===== src/rtl/sw_cell_pkg.sv =====
package sw_cell_pkg;
  localparam int NT_W = 2;
  typedef enum logic [NT_W-1:0] {NT_A = 2'b00, NT_C = 2'b01, NT_G = 2'b10, NT_T = 2'b11} nt_e;
endpackage


===== src/rtl/sw_query_reg.sv =====
module sw_query_reg #(
  parameter int SYM_W = 2
) (
  input  logic             clk,
  input  logic             rst,
  input  logic             load,
  input  logic [SYM_W-1:0] d,
  output logic [SYM_W-1:0] q
);
  always_ff @(posedge clk) begin
    if (rst)       q <= '0;
    else if (load) q <= d;
  end

  AST_QUERY_HOLD: assert property (@(posedge clk) disable iff (rst)
    !load |=> $stable(q));
  AST_QUERY_TAKE: assert property (@(posedge clk) disable iff (rst)
    load |=> q == $past(d));
endmodule


===== src/rtl/sw_score_core.sv =====
module sw_score_core #(
  parameter int SYM_W    = 2,
  parameter int SCORE_W  = 20,
  parameter int MATCH    = 2,
  parameter int MISMATCH = -1,
  parameter int GAP      = 1
) (
  input  logic [SYM_W-1:0]   q_sym,
  input  logic [SYM_W-1:0]   s_sym,
  input  logic [SCORE_W-1:0] h_up,
  input  logic [SCORE_W-1:0] h_left,
  input  logic [SCORE_W-1:0] h_diag,
  output logic [SCORE_W-1:0] h_next,
  output logic               ev_match,
  output logic               ev_gap_wins,
  output logic               ev_floored
);
  localparam int EXT_W = SCORE_W + 2;
  typedef logic signed [EXT_W-1:0] ext_t;

  function automatic ext_t f_ext(input logic [SCORE_W-1:0] x);
    return ext_t'($signed(x));
  endfunction

  function automatic ext_t f_sub(input logic [SYM_W-1:0] a, input logic [SYM_W-1:0] b);
    return (a == b) ? ext_t'(MATCH) : ext_t'(MISMATCH);
  endfunction

  function automatic ext_t f_gap(input ext_t up, input ext_t left);
    return ((up > left) ? up : left) - ext_t'(GAP);
  endfunction

  function automatic ext_t f_floor(input ext_t x);
    return x[EXT_W-1] ? '0 : x;
  endfunction

  ext_t cand_diag, cand_gap, best;

  // stage one: the two candidates are formed in parallel
  always_comb begin
    cand_diag = f_ext(h_diag) + f_sub(q_sym, s_sym);
    cand_gap  = f_gap(f_ext(h_up), f_ext(h_left));
  end

  // stage two: a single compare, then the sign-based floor
  always_comb begin
    best   = (cand_gap > cand_diag) ? cand_gap : cand_diag;
    h_next = SCORE_W'(f_floor(best));
  end

  assign ev_match    = (q_sym == s_sym);
  assign ev_gap_wins = cand_gap > cand_diag;
  assign ev_floored  = best[EXT_W-1];

  always_comb begin
    AST_NEXT_NONNEG: assert (!h_next[SCORE_W-1] || ^h_next === 1'bx);
  end
endmodule


===== src/rtl/sw_cell_regs.sv =====
module sw_cell_regs #(
  parameter int SYM_W   = 2,
  parameter int SCORE_W = 20
) (
  input  logic               clk,
  input  logic               rst,
  input  logic               v_in,
  input  logic [SYM_W-1:0]   s_in,
  input  logic [SCORE_W-1:0] h_next,
  output logic               v_q,
  output logic [SYM_W-1:0]   s_q,
  output logic [SCORE_W-1:0] h_q,
  output logic [SCORE_W-1:0] h_dly_q
);
  always_ff @(posedge clk) begin
    if (rst) begin
      v_q     <= 1'b0;
      s_q     <= '0;
      h_q     <= '0;
      h_dly_q <= '0;
    end else begin
      v_q     <= v_in;
      s_q     <= s_in;
      h_q     <= v_in ? h_next : '0;
      h_dly_q <= h_q;
    end
  end

  AST_FORWARD: assert property (@(posedge clk) disable iff (rst)
    1'b1 |=> (s_q == $past(s_in)) && (v_q == $past(v_in)));
  AST_DLY_COPY: assert property (@(posedge clk) disable iff (rst)
    1'b1 |=> h_dly_q == $past(h_q));
  AST_IDLE_ZERO: assert property (@(posedge clk) disable iff (rst)
    !v_in |=> h_q == '0);
endmodule


===== src/rtl/sw_cell.sv =====
module sw_cell #(
  parameter int SYM_W    = sw_cell_pkg::NT_W,
  parameter int SCORE_W  = 20,
  parameter int MATCH    = 2,
  parameter int MISMATCH = -1,
  parameter int GAP      = 1
) (
  input  logic               clk,
  input  logic               rst,
  input  logic               load_q,
  input  logic [SYM_W-1:0]   q_sym,
  input  logic [SYM_W-1:0]   s_sym_in,
  input  logic               s_valid_in,
  input  logic [SCORE_W-1:0] h_left_in,
  input  logic [SCORE_W-1:0] h_diag_in,
  output logic [SYM_W-1:0]   s_sym_out,
  output logic               s_valid_out,
  output logic [SCORE_W-1:0] h_out,
  output logic [SCORE_W-1:0] h_dly_out
);
  logic [SYM_W-1:0]   q_held;
  logic [SCORE_W-1:0] h_next;
  logic               ev_match, ev_gap_wins, ev_floored;

  sw_query_reg #(.SYM_W(SYM_W)) u_query (
    .clk(clk), .rst(rst), .load(load_q), .d(q_sym), .q(q_held)
  );

  sw_score_core #(
    .SYM_W(SYM_W), .SCORE_W(SCORE_W), .MATCH(MATCH),
    .MISMATCH(MISMATCH), .GAP(GAP)
  ) u_core (
    .q_sym(q_held), .s_sym(s_sym_in), .h_up(h_out), .h_left(h_left_in),
    .h_diag(h_diag_in), .h_next(h_next), .ev_match(ev_match),
    .ev_gap_wins(ev_gap_wins), .ev_floored(ev_floored)
  );

  sw_cell_regs #(.SYM_W(SYM_W), .SCORE_W(SCORE_W)) u_regs (
    .clk(clk), .rst(rst), .v_in(s_valid_in), .s_in(s_sym_in), .h_next(h_next),
    .v_q(s_valid_out), .s_q(s_sym_out), .h_q(h_out), .h_dly_q(h_dly_out)
  );

  AST_NONNEG: assert property (@(posedge clk) disable iff (rst)
    1'b1 |=> !h_out[SCORE_W-1]);
  AST_STEP_DOWN: assert property (@(posedge clk) disable iff (rst)
    s_valid_in |=> $signed(h_out) >= $signed($past(h_out)) - GAP);
  AST_MATCH_DIAG: assert property (@(posedge clk) disable iff (rst)
    (s_valid_in && ev_match && !ev_gap_wins && !ev_floored) |=>
      $signed(h_out) == $signed($past(h_diag_in)) + MATCH);
  AST_FLOOR_ZERO: assert property (@(posedge clk) disable iff (rst)
    (s_valid_in && ev_floored) |=> h_out == '0);
endmodule


===== config.mk =====
export PLATFORM = sky130hd
export DESIGN_NAME = sw_cell
export DESIGN_NICKNAME = d
export VERILOG_FILES = /design/src/rtl/sw_cell_pkg.sv /design/src/rtl/sw_query_reg.sv /design/src/rtl/sw_score_core.sv /design/src/rtl/sw_cell_regs.sv /design/src/rtl/sw_cell.sv
export SDC_FILE = /design/constraint.sdc
export NUM_CORES = 1
export LEC_CHECK = 0
export ABC_CLOCK_PERIOD_IN_PS = 16500
export BUFFER_PORTS_ARGS = -buffer_cell sky130_fd_sc_hd__buf_4
export CAP_MARGIN = 15
export CORE_UTILIZATION = 45
export DETAILED_ROUTE_END_ITERATION = 16
export PLACE_DENSITY = 0.79
export SLEW_MARGIN = 10
export SYNTH_ARGS = -nofsm -noshare
export SYNTH_HDL_FRONTEND = slang
export SYNTH_SLANG_ARGS = --single-unit

===== constraint.sdc =====
create_clock -name clk -period 16.5 [get_ports clk]
set_input_delay 3.3 -clock clk [delete_from_list [all_inputs] [get_ports clk]]
set_output_delay 3.3 -clock clk [all_outputs]
set_load 0.005 [all_outputs]

==> results of run 1 <==
cells by family after synthesis:
kind of cell / Yosys count / share of synthesized area, %
compound gates: 117 / 19.5
xor+xnor: 46 / 9.08
fa+ha+maj: 63 / 17.8
buf+inv: 45 / 4.14
flops: 45 / 20.3
mux: 21 / 4.74
simple gates: 197 / 24.4
per-stage QoR:
stage / setup slack, ns / hold WS, ns / util (%) / power, W
after CTS: 6.61 / 0.537 / 56.5 / 0.000716
after floorplan: 7.84 / 0.482 / - / 0.000531
after global placement: 6.55 / 0.500 / 55.6 / 0.000635
after global routing: 6.14 / 0.569 / 56.5 / 0.000783
final: 6.57 / 0.532 / 56.5 / 0.000717
after detailed placement: 6.30 / 0.516 / 55.6 / 0.000651
final cells by class:
type,count,area share [%]
multi-input cells,444,63.1
flip-flops and latches,45,16.9
well taps,129,3.03
inverters,38,2.68
repair buffers,90,12.7
clock buffers,8,1.51
synthesized netlist by cell type, drive strengths merged (3+ instances only):
cell type / n / share of area (%)
o31a: 3 / 0.62
xnor2: 31 / 6.1
clkbuf: 5 / 0.65
nand2b: 7 / 1.2
xor2: 15 / 3.0
or3: 3 / 0.54
mux2i: 21 / 4.7
nand3b: 3 / 0.51
a21oi: 29 / 3.3
o211ai: 6 / 1.3
nor2b: 28 / 3.9
inv: 38 / 3.2
nand3: 7 / 0.79
nor2: 46 / 3.9
nand2: 38 / 3.2
or4: 4 / 0.93
ha: 63 / 18
nor3: 24 / 3.3
a31oi: 9 / 1.6
nand4: 8 / 1.1
a21o: 14 / 2.4
o31ai: 3 / 0.51
a211oi: 6 / 1.5
o21ai: 21 / 2.5
dfxtp: 45 / 20
nor4: 7 / 1.5
a2111oi: 3 / 1.4
o21a: 15 / 2.5
and2: 9 / 1.3
how the worst min path moves through the flow:
stage	start	end	slack (ns)	cells past startpoint
floorplan	u_query.q[0]$_SDFFE_PP0P_	u_query.q[0]$_SDFFE_PP0P_	0.48	2
global placement	u_query.q[0]$_SDFFE_PP0P_	u_query.q[0]$_SDFFE_PP0P_	0.50	2
detailed placement	u_query.q[1]$_SDFFE_PP0P_	u_query.q[1]$_SDFFE_PP0P_	0.52	2
CTS	u_query.q[1]$_SDFFE_PP0P_	u_query.q[1]$_SDFFE_PP0P_	0.54	2
global route	u_regs.h_q[9]$_SDFF_PP0_	u_regs.h_dly_q[9]$_SDFF_PP0_	0.57	1
finish	u_query.q[1]$_SDFFE_PP0P_	u_query.q[1]$_SDFFE_PP0P_	0.53	2
power breakdown:
group / internal (W) / total (W) / switching (W)
Clock: 0.0000301 / 0.0000636 / 0.0000336
Combinational: 0.000220 / 0.000504 / 0.000284
Sequential: 0.000129 / 0.000149 / 0.0000198
worst reg2reg max path: stages, from the launching register on:
cell,delay (ns)
dfxtp_1,0.44
ha_1,0.29
a21o_1,0.22
a2111oi_4,0.36
o21ai_2,0.12
nand4b_1,0.24
nand2_1,0.75
mux2i_1,0.28
ha_1,0.26
nor3b_1,0.47
nand2_1,0.19
or4_4,0.49
nor2_1,0.15
xnor2_1,0.13
mux2i_1,0.13
ha_1,0.27
a21o_1,0.19
a2111oi_4,0.40
o21ai_2,0.12
o31ai_2,0.96
a211oi_4,0.14
a31oi_4,0.37
a211oi_2,0.09
routing by layer:
layer	wire length [µm]	part of all wire, %	vias up	track usage, %
met1	5190	47	1889	29.7
li1	-	-	2082	-
met2	5150	46	127	38.3
met4	168	1.5	0	6.91
met5	0	0	-	0
met3	574	5.2	13	2.14
state kept, by name (all words and copies together) (netlist names):
signal and flops:
u_regs.v_q 1, u_regs.h_q 20, u_regs.s_q 2, u_query.q 2
u_regs.h_dly_q 20
cells in the final DEF (no fill, tap or decap), drive strengths merged, types with 21 or more instances in the layout:
| master | count |
|---|---|
| mux2i | 21 |
| ha | 63 |
| o21ai | 21 |
| dfxtp | 45 |
| inv | 38 |
| nor2 | 46 |
| nor3 | 24 |
| xnor2 | 31 |
| a21oi | 29 |
| nand2 | 38 |
| nor2b | 28 |
| buf | 90 |
==> metrics.txt, run 1 <==
outcome complete, no violations; Post-synth EDFFs 0; WL final 11.1 mm; DRT Pass-1 Iters 5; vias post-DR 4111; die height 101 µm; sequential share of the synthesized area 20.3%; final std cells w/o fill about 750; yosys warns 0; Worst Path Required 16.64 ns; GRT Util Overall 22.4%; worst-margin pin slew 1.12 ns; Post-DRT Antenna Nets 0; Vias/cell 5.45; slowest stage cell, crit path o31ai_2; starting density of the core approximately 47%; Max Clock Freq slightly above 100 MHz; antenna violations before repair 0; die area approximately 10000 µm²; WP data arrival 10.07 ns; worst-skew pair later-pin latency 0.30 ns; type of origin of the critical path input pin; CP startpoint h_left_in[17]; RR Endpoint u_regs.h_q[11]$_SDFF_PP0_; hold crit path type reg2reg; PwrDens 135 nW/µm²; wire length per cell 14.7 µm; period utilisation layout about three fifths; Hold Vio Cnt, Final 0; skew final about 0.0023 ns; max cap viols 0; Post-CTS Setup Bufs 0; DP Area between 5000 and 6000 µm²; setup slack, reg-to-reg 9.29 ns; # diodes 0; synthesized cell area ~4400 µm²; Worst slew margin 24.6%; Leak 2.51 nW; slowest stage delay, CP 0.96 ns; Post-Layout Inst Area 5320 µm²; Critical Path End Type register; GR Overflow Total 0; fin nets approximately 740; I/O pins 91; CP dominant cell by count ha_1; layout cell share with drive strength beyond 1 ~20%; Syn Nets roughly 650; Inst Count DP 746; Worst Path Class, Setup in2reg; FF+latch count, synth 45; worst path bufs/invs 2; GP Congestion 0.959; Die X 101 µm; fraction of registers with async set/reset 0%; total core area 9420 µm²; r2r startpoint u_regs.h_q[17]$_SDFF_PP0_; Tmin final 9.93 ns; row count 35; worst vdd ir 70.4 µV; Sink Count 45; CP max FO 22; area added between synthesis and finish 19.8%; post-cts sizing count 0; final setup fails 0; CTS Buf Count 5; CTS tree built; CP endpoint u_regs.h_q[11]$_SDFF_PP0_; clock-pin slew on the worst setup and hold paths around 0.070 ns; H-tree depth 2; Main synth FF type dfxtp_1; Distinct cells, synth 64; CP cell instances buf_4, inv_1, ha_1, a21o_1, a2111oi_4, o21ai_2, nand4b_1, nand2_1, mux2i_1, ha_1, nor3b_1, nand2_1, or4_4, nor2_1, xnor2_1, mux2i_1, ha_1, a21o_1, a2111oi_4, o21ai_2, o31ai_2, a211oi_4, a31oi_4, a211oi_2; IO buf count 90; drt initial violations 149; Max clock buf depth 2; FILL cells 865; Reg2Reg Depth 22; first-pass GRT wire length 18.3 mm; DP Wirelength approximately 9.4 mm; clk root buf clkbuf_8; delay-heaviest family, CP compound AO/OA/AOI/OAI gates; Cells after Synth 534; register area 901 µm²; CTS Hold Bufs 0; number of cells on the critical path 24; Residual DRC 0; largest net degree at the start of global routing 26; setup TNS 0 ns; area of the multi-input gates 3360 µm²; vias in the first global route between 3000 and 4000; synthesized area per cell 8.31 µm²; Final Slew Violations 0; unrepaired setup endpoints after global routing no
(Power assumes the default switching activity.)
==> run 2: changes to the inputs <==
--- a/config.mk
+++ b/config.mk
@@ -5,7 +5,7 @@
 export SDC_FILE = /design/constraint.sdc
 export NUM_CORES = 1
 export LEC_CHECK = 0
-export ABC_CLOCK_PERIOD_IN_PS = 16500
+export ABC_CLOCK_PERIOD_IN_PS = 9220
 export BUFFER_PORTS_ARGS = -buffer_cell sky130_fd_sc_hd__buf_4
 export CAP_MARGIN = 15
 export CORE_UTILIZATION = 45
==> constraint.sdc (replaced) <==
create_clock -name clk -period 9.22 [get_ports clk]
set_input_delay 1.844 -clock clk [delete_from_list [all_inputs] [get_ports clk]]
set_output_delay 1.844 -clock clk [all_outputs]
set_load 0.005 [all_outputs]
==> run 2 against run 1 <==
Net effect: clock power rose by 81%; via count grew 0.34%; first-iteration DRC count decreased by 0.67%; critical endpoint unchanged; cell count is 0.27% higher; utilization increased by 0.16 points; count of clock-buffer cells in the layout unchanged; highest routed layer unchanged; sequential power increased by 79%; clock skew increased by 0.0056 ns; sequential share of layout area barely moved; power grew 81%; largest power group unchanged; worst hold slack worse by 0.0035 ns.
==> metrics.txt, run 2 (synthesized netlist as in run 1, its figures left out) <==
vias in the first global route 3901 (-0.71%); largest net degree at the start of global routing 26 (unchanged); Max Clock Freq 128 MHz; # diodes 0 (unchanged); final setup fails 0 (unchanged); worst hold margin 0.529 ns (-0.00353 ns); outcome complete, no violations; biggest regs u_regs.h_dly_q x20, u_regs.h_q x20; wire length per cell 14.8 µm (+0.47%); Reg power frac 20.5% (-0.2 points); drt initial violations 148 (-0.67%); starting density of the core 47.1% (unchanged); Leak 2.52 nW (+0.38%); die area 10300 µm² (unchanged); Final Slew Violations 0 (unchanged); CTS Hold Bufs 0 (unchanged); layout cell share with drive strength beyond 1 20.1% (+0.26 points); PwrDens 244 nW/µm² (+81%); met2 Resource Use GR 36.8% (-1.5 points); Sink Count 45 (unchanged); CTS tree built; Post-CTS Setup Bufs 0 (unchanged); worst-skew pair later-pin latency 0.30 ns (about the same); Worst Path Class, Setup in2reg; GR Overflow Total 0 (unchanged); CTS Buf Count 5 (unchanged); FILL cells 883 (+2.1%); I/O pins 91 (unchanged); Inst Count DP 748 (+0.27%); type of origin of the critical path input pin; max cap viols 0 (unchanged); Post-Layout Inst Area 5330 µm² (+0.28%); worst vdd ir 157 µV (+120%); Vias/cell 5.46 (about the same); Sw Share 47.1% (about the same); DP Wirelength 9.38 mm (-0.44%); met1 Use GR 29.8% (about the same); final core utilization 56.7% (+0.16 points); most frequent cells in the layout buf_4, ha_1, nor2_1, dfxtp_1; period utilisation layout 84.4%; P_sw 0.000612 W (+81%); Worst slew margin 52.5% (+28 points); DRT Pass-1 Iters 5 (unchanged); fin nets 737 (+0.27%); post-cts sizing count 0 (unchanged); clk root buf clkbuf_8; combinational share of power 70.6% (+0.2 points); vias post-DR 4125 (+0.34%); most common cell after layout, fill and taps aside buf_4; clock group share of total power 8.9% (about the same); Tmin final ~8 ns; Worst Path Required 9.44 ns (-7.20 ns); met3 GRT Util 1.86% (-0.28 points); skew final 0.00787 ns (+0.00561 ns); Die X 101 µm (unchanged); Hold Vio Cnt, Final 0 (unchanged); global route hottest layer met2; total core area 9420 µm² (unchanged); IO buf count 90 (unchanged); antenna violations before repair 0 (unchanged); clock-pin slew on the worst setup and hold paths 0.08 ns (about the same); WP data arrival 8.00 ns (-2.07 ns); hold crit path type reg2reg; unrepaired setup endpoints after global routing no; GP Congestion 0.895 (-6.7%); first-pass GRT wire length 18.0 mm (-1.8%); setup TNS 0 ns (unchanged); area added between synthesis and finish 20.2%; Critical Path End Type register; Residual DRC 0 (unchanged); die height 101 µm (unchanged); GRT Util Overall 21.9% (-0.51 points); Max clock buf depth 2 (unchanged); final std cells w/o fill 756 (+0.27%); CP max FO 21 (-4.5%); Post-DRT Antenna Nets 0 (unchanged); H-tree depth 2 (unchanged); DP Area 5250 µm² (+0.29%); WL final 11.2 mm (+0.74%); internal power 0.000687 W (+81%); worst-margin pin slew 0.711 ns (-0.412 ns); row count 35 (unchanged)
## run 2: cell types whose count changed in the layout (fill, tap and decap cells not counted)
| cell | change |
|---|---|
| buf_4 | +2 |
## run 2: final timing paths
kind                                           startpoint                   endpoint  slack [ns]  cells past startpoint
worst max-delay path                        h_left_in[17]  u_regs.h_q[11]$_SDFF_PP0_        1.44                     24
worst min-delay path            u_query.q[0]$_SDFFE_PP0P_  u_query.q[0]$_SDFFE_PP0P_        0.53                      2
worst max register to register  u_regs.h_q[17]$_SDFF_PP0_  u_regs.h_q[11]$_SDFF_PP0_        2.69                     22
worst min register to register  u_query.q[0]$_SDFFE_PP0P_  u_query.q[0]$_SDFFE_PP0P_        0.53                      2
## run 2: power groups by stage
stage	registers (W)	logic [W]	clock network, W
2_1_floorplan	0.000264	0.000685	0
3_3_place_gp	0.000270	0.000874	0
3_5_place_dp	0.000271	0.000903	0
4_1_cts	0.000266	0.000911	0.000116
5_1_grt	0.000271	0.00101	0.000123
6_report	0.000266	0.000918	0.000115
## run 2: cell type report
| type | instances | area, µm² | share of cell area [%] |
|---|---|---|---|
| tap | 129 | 161 | 3.03 |
| clock buffer | 8 | 80.1 | 1.50 |
| multi-input combinational | 444 | 3360 | 63.0 |
| timing repair buffer | 92 | 691 | 12.9 |
| sequential | 45 | 901 | 16.9 |
| inverter | 38 | 143 | 2.67 |
## run 2: critical path, stage by stage
cell	delay [ns]
buf_4	0.11
inv_1	0.09
ha_1	0.25
a21o_1	0.22
a2111oi_4	0.38
o21ai_2	0.12
nand4b_1	0.24
nand2_1	0.40
mux2i_1	0.25
ha_1	0.23
nor3b_1	0.51
nand2_1	0.20
or4_4	0.49
nand2b_1	0.17
a31oi_1	0.21
ha_1	0.31
and3_1	0.22
a2111oi_0	0.42
a31oi_1	0.08
o211a_1	0.25
o31a_2	0.23
nor2_1	0.34
a31oi_4	0.20
a211oi_2	0.23
## run 2: metrics by stage
step,power (W),worst slack (ns)
3_3_place_gp,0.00114,1.52
5_1_grt,0.00141,1.03
4_1_cts,0.00129,1.50
6_report,0.00130,1.44
3_5_place_dp,0.00117,1.21
2_1_floorplan,0.000950,2.02
## run 2: per-layer routing
metal  share of wire [%]  vias to the layer above
met5                   0                        -
met4                 1.7                        0
met3                 5.6                       15
met2                  45                      155
met1                  47                     1859
li1                    -                     2096
